`src/rtl/xirq_pkg.sv`:
```
package xirq_pkg;
  typedef enum logic [1:0] {
    SENSE_LOW  = 2'b00,
    SENSE_ANY  = 2'b01,
    SENSE_FALL = 2'b10,
    SENSE_RISE = 2'b11
  } sense_t;

  localparam logic [1:0] ADDR_CTRL  = 2'd0;
  localparam logic [1:0] ADDR_MASK0 = 2'd1;
  localparam logic [1:0] ADDR_MASK1 = 2'd2;
  localparam logic [1:0] ADDR_FLAGS = 2'd3;

  localparam logic [1:0] VEC_EXT = 2'd0;
  localparam logic [1:0] VEC_G0  = 2'd1;
  localparam logic [1:0] VEC_G1  = 2'd2;

  // edge qualification on the dedicated input for a given sense setting
  function automatic logic ext_edge_hit(sense_t s, logic cur, logic prv);
    case (s)
      SENSE_ANY:  return cur ^ prv;
      SENSE_FALL: return prv & ~cur;
      SENSE_RISE: return cur & ~prv;
      default:    return 1'b0;
    endcase
  endfunction

  // fixed priority: bit 0 highest
  function automatic logic [1:0] pick_vec(logic [2:0] pend);
    if (pend[0])      return VEC_EXT;
    else if (pend[1]) return VEC_G0;
    else              return VEC_G1;
  endfunction
endpackage

```
`src/rtl/xirq_sync.sv`:
```
module xirq_sync #(
  parameter int W      = 1,
  parameter int STAGES = 2
) (
  input  logic         clk,
  input  logic         rst_n,
  input  logic [W-1:0] d,
  output logic [W-1:0] q
);
  logic [W-1:0] st [STAGES];

  always_ff @(posedge clk or negedge rst_n) begin
    if (!rst_n) begin
      for (int i = 0; i < STAGES; i++) st[i] <= '0;
    end else begin
      st[0] <= d;
      for (int i = 1; i < STAGES; i++) st[i] <= st[i-1];
    end
  end

  assign q = st[STAGES-1];
endmodule

```
`src/rtl/xirq_regs.sv`:
```
module xirq_regs
  import xirq_pkg::*;
#(
  parameter int G0_W = 8,
  parameter int G1_W = 4
) (
  input  logic            clk,
  input  logic            rst_n,
  input  logic            wr_en,
  input  logic [1:0]      wr_addr,
  input  logic [7:0]      wr_data,
  input  logic [1:0]      rd_addr,
  input  logic [2:0]      flags,
  output logic [7:0]      rd_data,
  output logic            ext_en,
  output logic            g0_en,
  output logic            g1_en,
  output sense_t          sense,
  output logic [G0_W-1:0] mask0,
  output logic [G1_W-1:0] mask1,
  output logic [2:0]      w1c
);
  always_ff @(posedge clk or negedge rst_n) begin
    if (!rst_n) begin
      ext_en <= 1'b0;
      g0_en  <= 1'b0;
      g1_en  <= 1'b0;
      sense  <= SENSE_LOW;
      mask0  <= '0;
      mask1  <= '0;
    end else if (wr_en) begin
      case (wr_addr)
        ADDR_CTRL: begin
          ext_en <= wr_data[0];
          g0_en  <= wr_data[1];
          g1_en  <= wr_data[2];
          sense  <= sense_t'(wr_data[4:3]);
        end
        ADDR_MASK0: mask0 <= wr_data[G0_W-1:0];
        ADDR_MASK1: mask1 <= wr_data[G1_W-1:0];
        default: ;
      endcase
    end
  end

  assign w1c = (wr_en && wr_addr == ADDR_FLAGS) ? wr_data[2:0] : 3'b000;

  always_comb begin
    rd_data = '0;
    case (rd_addr)
      ADDR_CTRL:  rd_data[4:0] = {sense, g1_en, g0_en, ext_en};
      ADDR_MASK0: rd_data[G0_W-1:0] = mask0;
      ADDR_MASK1: rd_data[G1_W-1:0] = mask1;
      default:    rd_data[2:0] = flags;
    endcase
  end
endmodule

```
`src/rtl/xirq_detect.sv`:
```
module xirq_detect
  import xirq_pkg::*;
#(
  parameter int PC_W = 12,
  parameter int G0_W = 8
) (
  input  logic                 clk,
  input  logic                 rst_n,
  input  logic                 io_clk_en,
  input  logic                 ext_s,
  input  logic [PC_W-1:0]      pc_s,
  input  sense_t               sense,
  input  logic [G0_W-1:0]      mask0,
  input  logic [PC_W-G0_W-1:0] mask1,
  input  logic [2:0]           clr,
  output logic [2:0]           flags,
  output logic [2:0]           set_evt
);
  logic            ext_prev;
  logic [PC_W-1:0] pc_prev;
  logic [PC_W-1:0] pc_chg;

  // previous samples track the pins continuously so that edges missed
  // while the I/O clock is off are not seen later
  always_ff @(posedge clk or negedge rst_n) begin
    if (!rst_n) begin
      ext_prev <= 1'b0;
      pc_prev  <= '0;
    end else begin
      ext_prev <= ext_s;
      pc_prev  <= pc_s;
    end
  end

  assign pc_chg     = (pc_s ^ pc_prev) & {mask1, mask0};
  assign set_evt[0] = io_clk_en && (sense != SENSE_LOW) && ext_edge_hit(sense, ext_s, ext_prev);
  assign set_evt[1] = |pc_chg[G0_W-1:0];
  assign set_evt[2] = |pc_chg[PC_W-1:G0_W];

  always_ff @(posedge clk or negedge rst_n) begin
    if (!rst_n) flags <= '0;
    else        flags <= (flags & ~clr) | set_evt;
  end
endmodule

```
`src/rtl/xirq_arb.sv`:
```
module xirq_arb
  import xirq_pkg::*;
(
  input  logic [2:0] pend,
  input  logic       irq_ack,
  output logic       irq_req,
  output logic [1:0] irq_vec,
  output logic [2:0] ack_clr
);
  assign irq_req = |pend;
  assign irq_vec = pick_vec(pend);

  always_comb begin
    ack_clr = '0;
    if (irq_ack && irq_req) ack_clr[irq_vec] = 1'b1;
  end
endmodule

```
`src/rtl/xirq_unit.sv`:
```
module xirq_unit
  import xirq_pkg::*;
#(
  parameter int PC_W        = 12,
  parameter int G0_W        = 8,
  parameter int SYNC_STAGES = 2
) (
  input  logic            clk,
  input  logic            rst_n,
  input  logic            io_clk_en,
  input  logic            ext_pin,
  input  logic [PC_W-1:0] pc_pins,
  input  logic            wr_en,
  input  logic [1:0]      wr_addr,
  input  logic [7:0]      wr_data,
  input  logic [1:0]      rd_addr,
  output logic [7:0]      rd_data,
  input  logic            irq_ack,
  output logic            irq_req,
  output logic [1:0]      irq_vec
);
  localparam int G1_W = PC_W - G0_W;

  logic            ext_s;
  logic [PC_W-1:0] pc_s;
  logic            ext_en, g0_en, g1_en;
  sense_t          sense;
  logic [G0_W-1:0] mask0;
  logic [G1_W-1:0] mask1;
  logic [2:0]      w1c, ack_clr, flags, set_evt, pend;

  xirq_sync #(.W(PC_W + 1), .STAGES(SYNC_STAGES)) u_sync (
    .clk(clk), .rst_n(rst_n), .d({ext_pin, pc_pins}), .q({ext_s, pc_s})
  );

  xirq_regs #(.G0_W(G0_W), .G1_W(G1_W)) u_regs (
    .clk(clk), .rst_n(rst_n), .wr_en(wr_en), .wr_addr(wr_addr), .wr_data(wr_data),
    .rd_addr(rd_addr), .flags(flags), .rd_data(rd_data), .ext_en(ext_en),
    .g0_en(g0_en), .g1_en(g1_en), .sense(sense), .mask0(mask0), .mask1(mask1),
    .w1c(w1c)
  );

  xirq_detect #(.PC_W(PC_W), .G0_W(G0_W)) u_det (
    .clk(clk), .rst_n(rst_n), .io_clk_en(io_clk_en), .ext_s(ext_s), .pc_s(pc_s),
    .sense(sense), .mask0(mask0), .mask1(mask1), .clr(ack_clr | w1c),
    .flags(flags), .set_evt(set_evt)
  );

  // level request follows the pin; edge requests come from flags
  assign pend[0] = ext_en & ((sense == SENSE_LOW) ? ~ext_s : flags[0]);
  assign pend[1] = g0_en & flags[1];
  assign pend[2] = g1_en & flags[2];

  xirq_arb u_arb (
    .pend(pend), .irq_ack(irq_ack), .irq_req(irq_req), .irq_vec(irq_vec),
    .ack_clr(ack_clr)
  );
endmodule

```
`config.mk`:
```
export PLATFORM = sky130hd
export DESIGN_NAME = xirq_unit
export DESIGN_NICKNAME = d
export VERILOG_FILES = /design/src/rtl/xirq_pkg.sv /design/src/rtl/xirq_sync.sv /design/src/rtl/xirq_regs.sv /design/src/rtl/xirq_detect.sv /design/src/rtl/xirq_arb.sv /design/src/rtl/xirq_unit.sv
export SDC_FILE = /design/constraint.sdc
export NUM_CORES = 1
export LEC_CHECK = 0
export CAP_MARGIN = 0
export CELL_PAD_IN_SITES_DETAIL_PLACEMENT = 1
export CELL_PAD_IN_SITES_GLOBAL_PLACEMENT = 1
export CORE_MARGIN = 10
export CORE_UTILIZATION = 47
export CTS_BUF_LIST = sky130_fd_sc_hd__clkbuf_2
export DETAILED_ROUTE_END_ITERATION = 6
export GPL_ROUTABILITY_DRIVEN = 0
export GPL_TIMING_DRIVEN = 0
export HOLD_SLACK_MARGIN = 0.03
export PLACE_DENSITY_LB_ADDON = 0.1
export SKIP_CTS_REPAIR_TIMING = 1
export SLEW_MARGIN = 20
export SYNTH_ARGS = -nofsm -noshare
export SYNTH_HDL_FRONTEND = slang
export SYNTH_SLANG_ARGS = --single-unit
```
`constraint.sdc`:
```
create_clock -name clk -period 3.7 [get_ports clk]
set_input_delay 0.925 -clock clk [delete_from_list [all_inputs] [get_ports clk]]
set_output_delay 0.925 -clock clk [all_outputs]
set_load 0.01 [all_outputs]
```
==> PnR_summary.wiki <==
{| class="wikitable"
! Metric !! Value
|-
| Synth Cell Area || 0.00215 mm2
|-
| Number of nets in the finished design || 221
|-
| Post-detailed-route DRC marker count || 0
|-
| Total clock sinks || 59
|-
| Reported max-cap violation count || 0
|-
| Die Footprint || 0.00769 mm2
|-
| Syn-to-layout area delta || 27.7%
|-
| Outcome || completed
|-
| Depth of the worst hold-timing path || 0
|-
| Later-pin clock latency in the skew report || 460 ps
|-
| Ratio of routed vias to standard cells || 5.37
|-
| Power per cell area || 555 mW/mm2
|-
| Total nets after synthesis || 172
|-
| Type of the tightest min-delay check || reg -> reg
|-
| Largest net degree at the start of global routing || 60
|-
| Detailed-router iteration count before antenna repair || 4
|-
| Post-route minimum period || 3300 ps
|-
| Level count of the clock H-tree || 3
|-
| Worst setup path start || rd_addr[0]
|-
| Number of enable-type register cells in the synthesized netlist || 0
|-
| Setup slack of the worst register-to-register path || 2110 ps
|-
| Most common library cells after synthesis || dfrtp_1 (59), mux2_2 (17), xor2_1 (12), nand2_1 (9), a22oi_1 (4)
|-
| Part of the cycle the worst path needs || 0.891
|-
| Remaining global-route overflow || 0
|-
| Post-synthesis cell type with the largest combined area || dfrtp_1
|-
| Seq cells post-synth || 59
|-
| Synthesized area divided by synthesized cell count || 15.4 um2
|-
| Core Rows || 24
|-
| Post-synthesis instance total || 140
|-
| Worst slew pin tran || 723 ps
|-
| Worst setup EP type || primary output
|-
| Final setup skew || 13.6 ps
|-
| WP data arrival || 2370 ps
|-
| Count of boundary I/O pins || 41
|-
| R2R depth || 4
|-
| Worst VDD drop || 0.338 mV
|-
| Clock-pin transition on the worst setup and hold timing paths || 160 ps
|-
| Sort of element at the start of the critical path || input pin
|-
| Synth Warn # || 0
|-
| Kind of critical path || in -> out
|-
| DR WL/cell || 19.7 um
|-
| Final hold viol count || 0
|-
| Pwr Total || 0.00153 W
|-
| Required time of the worst setup path || 2770 ps
|-
| Antenna diode instance count || 0
|-
| Share of the yosys chip area belonging to registers || 0.686
|-
| Reg-to-reg endpoint || u_det.flags[0]
|-
| Horizontal die dimension || 87.7 um
|-
| Post-DP HPWL || 3560 um
|-
| Dominant synthesized flop cell || dfrtp_1
|-
| Distinct cell type count of the synthesized netlist || 27
|-
| Total routed wirelength || 4840 um
|-
| Number of global-route vias before repair || 1494
|-
| Launch instance of the worst min-delay path || u_sync.st[16]
|-
| Fraction of registers with async set/reset || 1.00
|-
| First-pass GRT wire length || 7830 um
|-
| Detail Route Antenna Nets || 0
|-
| Area share of the largest cell type after synthesis || 0.686
|-
| Post-Route Setup TNS || 0 ps
|-
| Post-Route Utilization || 0.627
|-
| Synth top area cells || dfrtp_1 (69%), mux2_2 (8.9%), xor2_1 (4.9%)
|-
| Effective utilization at floorplan || 0.491
|-
| Max-slew violation total from the final report || 0
|-
| Total core area || 0.00438 mm2
|-
| Remaining max-slew budget at the tightest pin || 0.518
|-
| Achievable frequency || 0.303 GHz
|-
| Overall routing resource usage || 0.137
|-
| Fraction of layout cells with a size suffix above 1 || 0.196
|-
| CTS tree || done
|-
| Worst reg2reg path startpoint || u_regs.sense[0]
|-
| Root buf cell || clkbuf_2
|-
| Unrepaired setup endpoints after global routing || false
|-
| Largest fanout of any net on the critical path || 7
|-
| Die extent in y || 87.7 um
|-
| Worst hold margin || 360 ps
|-
| Maximum buffer depth of the clock tree || 2
|-
| Cell with the most instances after synthesis || dfrtp_1
|-
| Port bufs || 38
|-
| Routed via count || 1321
|-
| End of the worst hold path || u_sync.q[3]
|-
| Total clock buffers created by CTS || 9
|-
| Final count of negative-setup-slack endpoints || 0
|-
| Number of antenna violations at the first check in global routing || 0
|-
| Static leakage || 1.19 nW
|-
| Initial detailed-routing violation count || 92
|}
## worst max-delay path, stage by stage
cell and delay, ps:
clkbuf_1 350, mux4_2 590, clkdlybuf4s50_1 500
## kinds of logic (layout without fill, tap and decap cells)
| group | count (synthesis) | count (layout) | share of synthesized area |
|---|---|---|---|
| and+or+nand+nor | 27 | 27 | 0.0686 |
| xor gates and xnor gates | 12 | 12 | 0.0488 |
| buffers and inverters | 4 | 58 | 0.00698 |
| AOI/OAI and AO/OA | 14 | 14 | 0.0483 |
| DFF | 59 | 59 | 0.686 |
| adders and majority gates | 2 | 2 | 0.0116 |
| muxes | 22 | 22 | 0.130 |
## layout make-up
| type | count | area (um2) |
|---|---|---|
| multi-input cells | 77 | 661 |
| well taps | 52 | 65.1 |
| fillers | 426 | 1640 |
| clock inverters | 6 | 104 |
| inverters | 2 | 7.51 |
| flip-flops and latches | 59 | 1480 |
| repair buffers | 38 | 378 |
| clock buffers | 10 | 50.0 |
| plain buffers | 2 | 7.51 |
## where the power goes
part | switching, W | leakage (nW) | internal, W
registers | 0.0000526 | 0.686 | 0.000709
clock network | 0.000230 | 0.0933 | 0.000290
logic | 0.000101 | 0.413 | 0.000142
total | 0.000384 | 1.19 | 0.00114
## stage by stage
| stage | setup WS, ps | area (um2) | cells |
|---|---|---|---|
| floorplan | 1030 | 2150 | 140 |
| global placement | 76.7 | 2600 | 230 |
| detailed placement | 415 | 2590 | 230 |
| CTS | 413 | 2750 | 246 |
| global route | 301 | 2750 | 246 |
| finish | 402 | 2750 | 246 |
## how the worst max path moves through the flow
| stage | endpoint | slack [ps] | depth (start not counted) |
|---|---|---|---|
| global route | irq_req | 300 | 5 |
| CTS | rd_data[2] | 410 | 3 |
| detailed placement | rd_data[2] | 420 | 3 |
| floorplan | rd_data[2] | 1030 | 2 |
| global placement | u_det.ext_prev | 80 | 1 |
| finish | rd_data[2] | 400 | 3 |
## state kept, by name, indices dropped and copies added, names as in the netlist
register,count
u_det.ext_prev,1
u_det.flags,3
u_det.pc_prev,12
u_regs.ext_en,1
u_regs.g0_en,1
u_regs.g1_en,1
u_regs.mask0,8
u_regs.mask1,4
u_regs.sense,2
u_sync.q,13
u_sync.st,13
## routing by layer
layer	share of wire	GRT usage
met1	0.41	0.154
met2	0.48	0.211
met3	0.089	0.0734
met4	0.020	0.0623
met5	0	0
## placed cells by master, fill, tap and decap left out, types with 3 or more instances in the layout
master and instances:
dfrtp_1 59, clkdlybuf4s50_1 37, mux2_2 17, xor2_1 12
clkbuf_2 10, nand2_1 9, a22oi_1 4, o21ai_0 3
nand3_1 3, nand3b_1 3, and2_1 3, mux4_2 3
bufinv_16 3
Power figures use the tool's default switching activity.
